File: config.mk
export PLATFORM = sky130hd
export DESIGN_NAME = lpm_seq
export DESIGN_NICKNAME = d
export VERILOG_FILES = /design/src/rtl/lpm_pkg.sv /design/src/rtl/lpm_qual.sv /design/src/rtl/lpm_init_tmr.sv /design/src/rtl/lpm_range.sv /design/src/rtl/lpm_seq.sv
export SDC_FILE = /design/constraint.sdc
export NUM_CORES = 1
export LEC_CHECK = 0
export BUFFER_PORTS_ARGS = -buffer_cell sky130_fd_sc_hd__buf_2
export CORE_UTILIZATION = 56
export DETAILED_ROUTE_END_ITERATION = 7
export PLACE_DENSITY_LB_ADDON = 0.3
export SKIP_CTS_REPAIR_TIMING = 1
export SLEW_MARGIN = 20
export SYNTH_ARGS = -nofsm -noshare
export SYNTH_HDL_FRONTEND = slang
export SYNTH_HIERARCHICAL = 1
export SYNTH_SLANG_ARGS = --single-unit
File: constraint.sdc
create_clock -name clk -period 5.2 [get_ports clk]
set_input_delay 0.78 -clock clk [delete_from_list [all_inputs] [get_ports clk]]
set_output_delay 0.78 -clock clk [all_outputs]
set_load 0.005 [all_outputs]
File: src/rtl/lpm_pkg.sv
`timescale 1ns/1ps
package lpm_pkg;

  typedef enum logic [2:0] {
    M_ACTIVE  = 3'd0,
    M_STANDBY = 3'd1,
    M_PAR     = 3'd2,
    M_DPD     = 3'd3,
    M_INIT    = 3'd4
  } lpm_mode_e;

  typedef struct packed {
    logic       sleep;
    logic       top;
    logic [2:0] part;
  } lpm_cfg_t;

  localparam lpm_cfg_t CFG_RST = '{sleep: 1'b1, top: 1'b0, part: 3'd0};

  // Codes 4..7 keep no region at all.
  function automatic logic part_is_none(input logic [2:0] part);
    return part[2];
  endfunction

  // Number of words kept alive: the array size shifted down by the code.
  function automatic logic [32:0] span_words(input logic [2:0] part, input int unsigned aw);
    logic [32:0] full;
    full = 33'd1 << aw;
    return full >> part[1:0];
  endfunction

  // First kept address: zero for a bottom anchor, array end minus span for a top anchor.
  function automatic logic [32:0] region_base(input logic [2:0] part, input logic top,
                                              input int unsigned aw);
    logic [32:0] full;
    full = 33'd1 << aw;
    return top ? (full - span_words(part, aw)) : 33'd0;
  endfunction

  function automatic logic mode_allows_access(input lpm_mode_e m);
    return (m == M_ACTIVE) || (m == M_STANDBY);
  endfunction

  function automatic logic mode_takes_cfg(input lpm_mode_e m);
    return (m == M_ACTIVE) || (m == M_STANDBY) || (m == M_PAR);
  endfunction

endpackage

File: src/rtl/lpm_qual.sv
`timescale 1ns/1ps
module lpm_qual #(
  parameter int QUAL_CYC = 1000
) (
  input  logic clk,
  input  logic rst_n,
  input  logic pin_n,
  output logic hit
);
  localparam int CW = $clog2(QUAL_CYC + 1);
  localparam logic [CW-1:0] LIM = CW'(QUAL_CYC);

  logic [CW-1:0] low_cnt;

  always_ff @(posedge clk) begin
    if (!rst_n)              low_cnt <= '0;
    else if (pin_n)          low_cnt <= '0;
    else if (low_cnt != LIM) low_cnt <= low_cnt + 1'b1;
  end

  // Qualified when the pin has already been low QUAL_CYC samples and is still low.
  assign hit = (low_cnt == LIM) && !pin_n;
endmodule

File: src/rtl/lpm_init_tmr.sv
`timescale 1ns/1ps
module lpm_init_tmr #(
  parameter int INIT_CYC = 15000
) (
  input  logic clk,
  input  logic rst_n,
  input  logic run,
  output logic done
);
  localparam int CW = (INIT_CYC > 1) ? $clog2(INIT_CYC) : 1;
  localparam logic [CW-1:0] LAST = CW'(INIT_CYC - 1);

  logic [CW-1:0] wait_cnt;

  always_ff @(posedge clk) begin
    if (!rst_n || !run)      wait_cnt <= '0;
    else if (wait_cnt != LAST) wait_cnt <= wait_cnt + 1'b1;
  end

  assign done = run && (wait_cnt == LAST);
endmodule

File: src/rtl/lpm_range.sv
`timescale 1ns/1ps
module lpm_range
  import lpm_pkg::*;
#(
  parameter int ADDR_W = 22
) (
  input  lpm_mode_e          mode_q,
  input  lpm_cfg_t           cfg_q,
  output logic               en,
  output logic [ADDR_W-1:0]  lo,
  output logic [ADDR_W-1:0]  hi
);
  localparam int unsigned AWU = ADDR_W;

  logic [32:0] base_w;
  logic [32:0] last_w;

  always_comb begin
    base_w = region_base(cfg_q.part, cfg_q.top, AWU);
    last_w = base_w + span_words(cfg_q.part, AWU) - 33'd1;
    en = 1'b1;
    lo = '0;
    hi = '1;
    if (mode_q == M_DPD || (mode_q == M_PAR && part_is_none(cfg_q.part))) begin
      en = 1'b0;
      hi = '0;
    end else if (mode_q == M_PAR) begin
      lo = ADDR_W'(base_w);
      hi = ADDR_W'(last_w);
    end
  end
endmodule

File: src/rtl/lpm_seq.sv
`timescale 1ns/1ps
module lpm_seq
  import lpm_pkg::*;
#(
  parameter int ADDR_W   = 22,
  parameter int QUAL_CYC = 1000,
  parameter int INIT_CYC = 15000
) (
  input  logic              clk,
  input  logic              por_n,
  input  logic              ce_n,
  input  logic              sleep_n,
  input  logic              cfg_we,
  input  logic              cfg_sleep,
  input  logic              cfg_top,
  input  logic [2:0]        cfg_part,
  output logic [2:0]        mode,
  output logic              access_ok,
  output logic              refresh_en,
  output logic [ADDR_W-1:0] ref_lo,
  output logic [ADDR_W-1:0] ref_hi,
  output logic              data_lost
);
  lpm_mode_e mode_q, mode_d;
  lpm_cfg_t  cfg_q;
  logic      sw_lock;
  logic      lost_q;

  // Named internal events
  logic      qual_hit;
  logic      init_done;
  logic      cfg_acc;
  logic      pin_entry;
  logic      enter_dpd;
  lpm_mode_e normal_mode;

  lpm_qual #(.QUAL_CYC(QUAL_CYC)) u_qual (
    .clk(clk), .rst_n(por_n), .pin_n(sleep_n), .hit(qual_hit)
  );

  lpm_init_tmr #(.INIT_CYC(INIT_CYC)) u_tmr (
    .clk(clk), .rst_n(por_n), .run(mode_q == M_INIT), .done(init_done)
  );

  lpm_range #(.ADDR_W(ADDR_W)) u_rng (
    .mode_q(mode_q), .cfg_q(cfg_q), .en(refresh_en), .lo(ref_lo), .hi(ref_hi)
  );

  assign cfg_acc     = cfg_we && !sleep_n && mode_takes_cfg(mode_q);
  assign pin_entry   = qual_hit && !sw_lock;
  assign normal_mode = (ce_n && sleep_n) ? M_STANDBY : M_ACTIVE;

  always_comb begin
    mode_d = mode_q;
    unique case (mode_q)
      M_DPD:  if (sleep_n) mode_d = M_INIT;
      M_INIT: if (init_done) mode_d = normal_mode;
      M_PAR: begin
        if (cfg_acc)                mode_d = cfg_sleep ? M_PAR : normal_mode;
        else if (!sw_lock && sleep_n) mode_d = normal_mode;
      end
      default: begin
        if (cfg_acc)        mode_d = cfg_sleep ? M_PAR : normal_mode;
        else if (pin_entry) mode_d = cfg_q.sleep ? M_PAR : M_DPD;
        else                mode_d = normal_mode;
      end
    endcase
  end

  assign enter_dpd = (mode_d == M_DPD) && (mode_q != M_DPD);

  always_ff @(posedge clk) begin
    if (!por_n) begin
      mode_q  <= M_STANDBY;
      cfg_q   <= CFG_RST;
      sw_lock <= 1'b0;
      lost_q  <= 1'b0;
    end else begin
      mode_q <= mode_d;
      if (cfg_acc) begin
        cfg_q <= '{sleep: cfg_sleep, top: cfg_top, part: cfg_part};
        if (cfg_sleep) sw_lock <= 1'b1;
      end
      if (enter_dpd) lost_q <= 1'b1;
    end
  end

  assign mode      = mode_q;
  assign access_ok = mode_allows_access(mode_q);
  assign data_lost = lost_q;
endmodule

==> run metrics, run 1 <==
Leak 0.859 nW; Post-synth top cells buf_4 (38), dfxtp_1 (34), a21oi_1 (19), nand2_1 (18), nand3_1 (9); Setup WS pre-CTS approximately 3 ns; IO Count 60; initial core utilization 58.3%; initial drt markers 88; placed cell areas 2130 um2; Avg WL per Cell 11.8 um; Sequential Area 681 um2; startpoint types flip-flop; final period utilization about 45%; flops & latches, synth 34; global-route wire length before repair 6.38 mm; crit end category primary output; CP max FO 20; DP Wirelength 2.73 mm; Hold Fails Final Rpt 0; Port Buffers 40; die area 4060 um2; RSZ-0062 raised after global routing no; Final setup viols 0; DRT antenna net count 0; vias in the first global route 1481; Layout fillers 332; final cell area excluding filler cells 2220 um2; final layout net count 280; Yosys top cell by area dfxtp_1; setup TNS after final layout 0 ns; Vert. Die Dim between 60 and 70 um; final hold slack 0.464 ns; Max VDD drop 0.206 mV; final clock skew 0.00414 ns; Syn-to-layout area delta 4.05%; Distinct cells, synth 54; FFs w/ async S/R, synth 0%; crit path kind reg2out; most numerous cell in the Yosys netlist buf_4; Final Core Density 60.6%; sequential area share after synthesis 31.9%; syn_area_per_cell roughly 8.6 um2; clk_lat worst skew 0.29 ns; clk root buf clkbuf_8; multi-input logic area 1160 um2; fin crit period 2.32 ns; Num CTS Buffers 5; Post-Syn Instances 248; Vias per Instance 5.39; share of layout cells above drive strength 1 between 20% and 30%; Post-synth EDFFs 0; top post-synthesis cells by area dfxtp_1 (32%), buf_4 (13%), a21oi_1 (4.5%); setup ws final 2.88 ns; RD Place Congestion 0.814; Post-Syn Area 2130 um2; Max Cap Viol 0; max-slew violations 0; Die X about 64 um; DRC violations left 0; clock slew at reported path FFs 0.07 ns; arrival time at the worst endpoint 1.54 ns; H-tree Lvls 2; outcome complete, no violations; Tightest Pin Transition 0.524 ns; Req. time, crit path 4.42 ns; maximum achievable frequency 0.431 GHz; total track usage 20.2%; clock buffer depth 2; initial antenna violation count 0; ys flop type dfxtp_1; Yosys top cell area share 31.9%; pin count of the biggest net entering global routing 21; Core Footprint roughly 3700 um2; worst hold-check path type reg2reg; GRT Residual Overflow 0; # rows 22; Initial DRT Pass Iterations 5; routed vias 1702; n_diodes 0; YS warnings 6; clk sinks 34; CTS tree yes; total power per unit cell area ~230 nW/um2; final wirelength 3.74 mm; relative slew slack 65.0%
[power breakdown]
| group | total (W) | internal, W | leakage, nW | switching, W |
|---|---|---|---|---|
| logic | 0.0000397 | 0.0000176 | 0.536 | 0.0000222 |
| clock network | 0.000201 | 0.000107 | 0.0482 | 0.0000942 |
| registers | 0.000271 | 0.000265 | 0.275 | 0.00000573 |
[per-stage QoR]
stage | instances | power, W
6_report | 316 | 0.000511
5_1_grt | 316 | 0.000535
4_1_cts | 316 | 0.000519
3_5_place_dp | 308 | 0.000316
3_3_place_gp | 308 | 0.000315
2_1_floorplan | 266 | 0.000318
[routing by layer]
metal	track usage, %	part of all wire (%)	wire length, um
met4	10.5	2.5	93
met2	31.3	46	1720
met3	6.16	3.3	124
met5	0	0	0
met1	25.0	48	1810
[final timing paths]
check / cells after the start / to / slack (ns) / startpoint
worst min-delay path: 2 / data_lost / 0.46 / data_lost
worst max register to register: 9 / data_lost / 3.11 / u_qual/low_cnt[0]
worst min register to register: 2 / data_lost / 0.46 / data_lost
worst max-delay path: 3 / ref_hi[14] / 2.88 / mode[0]
[worst max-delay path: stages (launching register included)]
cell and delay, ns:
dfxtp_1 0.41, or2_1 0.31, nand2_1 0.33, buf_2 0.20
[cell families after synthesis]
| group | after synthesis | synth area share [%] |
|---|---|---|
| muxes | 8 | 3.81 |
| adders and majority gates | 3 | 1.76 |
| other | 1 | 0.176 |
| AOI/OAI and AO/OA | 53 | 16.0 |
| and+or+nand+nor | 92 | 28.1 |
| buffers and inverters | 54 | 17.0 |
| xor gates and xnor gates | 3 | 1.23 |
| DFF | 34 | 31.9 |
[state kept, by name, summed over array words and instances, names as in the netlist]
name            flops
cfg_q               5
data_lost           1
mode                3
sw_lock             1
u_qual/low_cnt     10
u_tmr/wait_cnt     14
[cell usage in the layout (no fill, tap or decap), types with 2 or more instances in the layout]
cell type   n
buf_2      40
dfxtp_1    34
a21oi_1    19
conb_1     19
nand2_1    18
nand3_1     9
nor2b_1     8
inv_1       8
o31ai_1     8
nor2_1      7
o21ai_0     7
mux2i_1     7
or3_1       7
nand4_1     6
clkbuf_8    6
or4_1       6
nand2b_1    5
o21a_1      4
nor4_1      4
o21ai_1     4
xor2_1      3
ha_1        3
o31ai_2     2
o311ai_1    2
and4_1      2
and2b_2     2
[cell type report]
class / instances / area share (%)
timing repair buffer: 40 / 9.02
tap: 48 / 2.71
multi-input combinational: 178 / 52.1
clock inverter: 1 / 0.225
sequential: 34 / 30.7
clock buffer: 7 / 3.89
inverter: 8 / 1.35
(Power assumes the default switching activity.)
==> inputs of run 2 (changes only) <==
ABC_AREA = 1   (was unset)
CORE_UTILIZATION = 54   (was 56)
clock period = 2.2 ns   (was 5.2 ns; I/O delays follow)
==> run metrics, run 2 <==
outcome complete, no violations; YS warnings 6 (unchanged); final layout net count 399 (+43%); crit end category flip-flop; largest register by flop count u_tmr/wait_cnt; most numerous cell in the Yosys netlist nand2_1; DP Wirelength 3.32 mm (+22%); Post-Syn Area 2390 um2 (+12%); Non-Filler Instances 437 (+38%); Max VDD drop 0.371 mV (+80%); placed cell areas 2430 um2 (+14%); max-slew violations 0 (unchanged); Final setup viols 0 (unchanged); Num CTS Buffers 5 (unchanged); Max Cap Viol 0 (unchanged); clk_lat worst skew 0.28 ns (about the same); sequential area share after synthesis 28.5% (-3.4 points); syn_area_per_cell 6.63 um2 (-23%); biggest registers after layout u_tmr/wait_cnt: 14 flops, u_qual/low_cnt: 10 flops, cfg_q: 5 flops; Hold Fails Final Rpt 0 (unchanged); Post-Syn Instances 360 (+45%); sequential share of power 52.6% (-0.3 points); clock buffer depth 2 (unchanged); top post-synthesis cells by area dfxtp_1 (28%), nand2_1 (12%), buf_4 (12%); IO Count 60 (unchanged); most common cell after layout, fill and taps aside nand2_1; worst hold-check path type in2reg; Post-synth EDFFs 0 (unchanged); H-tree Lvls 2 (unchanged); clock slew at reported path FFs 0.07 ns (about the same); crit-path cells ha_1 -> nand3_1 -> nor2_1 -> nand2_1 -> nor2_1 -> nand3_1 -> o21ai_1 -> nor2_1 -> nand2_1 -> nand2_1 -> o21bai_2; global-route wire length before repair 7.20 mm (+13%); initial core utilization 58.0% (-0.23 points); setup TNS after final layout 0 ns (unchanged); Distinct cells, synth 29 (-46%); # rows 23 (+4.5%); Leak 1.09 nW (+27%); GRT Residual Overflow 0 (unchanged); fin crit period 1.79 ns; Logic pwr share 9.1% (+1.3 points); maximum achievable frequency 0.558 GHz; WP buf/inv 0 (-1); vias in the first global route 1770 (+20%); RD Place Congestion 0.869 (+6.7%); clk sinks 34 (unchanged); Vert. Die Dim 68.5 um (+7.5%); flops & latches, synth 34 (unchanged); ys flop type dfxtp_1; Largest register FFs 14 (unchanged); Port Buffers 40 (unchanged); crit path kind reg2reg; startpoint types flip-flop; initial antenna violation count 0 (unchanged); clk root buf clkbuf_8; Die X 68.5 um (+7.5%); routed vias 2078 (+22%); Crit-path slowest cell dfxtp_1; initial drt markers 105 (+19%); crit-path leading delay family simple AND/OR/NAND/NOR gates; Avg WL per Cell 9.74 um (-18%); Layout fillers 379 (+14%); FFs w/ async S/R, synth 0% (unchanged); Yosys top cell area share 28.5% (-3.4 points); Syn-to-layout area delta 5.50%; total track usage 20.0% (-0.16 points); final wirelength 4.26 mm (+14%); n_diodes 0 (unchanged); arrival time at the worst endpoint 2.01 ns (+0.47 ns); total power per unit cell area 482 nW/um2 (+110%); final clock skew 0.00308 ns (-0.00106 ns); Clk network pwr share 38.2% (-1.1 points); final hold slack 0.294 ns (-0.170 ns); pin count of the biggest net entering global routing 24 (+14%); Post-synth top cells nand2_1 (78), inv_1 (47), nor2_1 (46), buf_4 (38), dfxtp_1 (34); final period utilization between 80% and 90%; final cell area excluding filler cells 2520 um2 (+14%); CTS tree yes; DRC violations left 0 (unchanged); Yosys top cell by area dfxtp_1; Crit path largest cell delay 0.41 ns (about the same); Sequential Area 681 um2 (unchanged); die area 4690 um2 (+16%); net switching power 0.000296 W (+140%); Post-Place Cells 429 (+39%); Vias per Instance 4.76 (-12%); RSZ-0062 raised after global routing no; CP max FO 5 (-75%); internal power 0.000919 W (+140%); Req. time, crit path 2.42 ns (-2.00 ns); Core Footprint 4120 um2 (+12%); switch share 24.3% (+0.46 points); most frequent cells in the layout nand2_1 (78), inv_1 (47), nor2_1 (46); DRT antenna net count 0 (unchanged); multi-input logic area 1280 um2 (+11%); share of layout cells above drive strength 1 23.0% (-0.51 points); Initial DRT Pass Iterations 4 (-1)
==> run 2: changes by cell type after synthesis, moves of 8 or more <==
cell	before	now
nand2_1	18	78
nand3_1	9	25
nor2b_1	8	0
nand2_2	1	11
nor2_1	7	46
o31ai_1	8	0
inv_1	8	47
==> run 2: per-stage QoR <==
stage | setup slack, ns | power, W | utilization (%)
finish | 0.406 | 0.00121 | 61.2
global route | 0.119 | 0.00127 | 61.2
CTS | 0.380 | 0.00123 | 61.2
detailed placement | 0.432 | 0.000764 | 59.0
global placement | 0.518 | 0.000762 | 59.0
floorplan | 0.610 | 0.000761 | -
==> run 2: final timing paths <==
check	depth (start not counted)	to	startpoint	slack, ns
hold reg to reg	2	cfg_q[4]	cfg_q[4]	0.47
setup reg to reg	11	data_lost	u_tmr/wait_cnt[0]	0.41
hold / removal	3	cfg_q[2]	cfg_part[2]	0.29
setup / recovery	11	data_lost	u_tmr/wait_cnt[0]	0.41
==> run 2: routing by layer <==
metal  vias up  global-route usage, %  wire length (um)
met5         -                      0                 0
met4         0                   9.38                80
met3        11                   3.29               203
met2        58                   35.0              2000
met1       899                   23.7              1980
li1       1110                      -                 -
==> run 2: cell type report <==
class	instances	share of cell area, %
Multi-Input combinational cell	251	50.8
Timing Repair Buffer	40	7.94
Inverter	54	8.14
Clock buffer	7	3.43
Tap cell	50	2.48
Sequential cell	34	27.0
Clock inverter	1	0.199
==> run 2: kinds of logic after synthesis <==
group	after synthesis	share of synthesized area, %
adder cells (fa/ha/maj)	3	1.57
buffers and inverters	93	20.7
XOR/XNOR	5	1.83
AO/OA/AOI/OAI	31	7.33
other	1	0.157
AND/OR/NAND/NOR	193	39.9
flip-flops	34	28.5
==> run 2: worst register-to-register path: stages, from the launching register on <==
cell      delay, ns
dfxtp_1        0.41
ha_1           0.29
nand3_1        0.10
nor2_1         0.11
nand2_1        0.10
nor2_1         0.19
nand3_1        0.10
o21ai_1        0.14
nor2_1         0.07
nand2_1        0.05
nand2_1        0.05
o21bai_2       0.12
==> run 2: power by group through the flow <==
stage	sequential [W]	combinational (W)	clock (W)
3_5_place_dp	0.000653	0.000111	0
2_1_floorplan	0.000651	0.000110	0
4_1_cts	0.000639	0.000111	0.000482
3_3_place_gp	0.000653	0.000109	0
5_1_grt	0.000641	0.000132	0.000499
6_report	0.000639	0.000111	0.000464
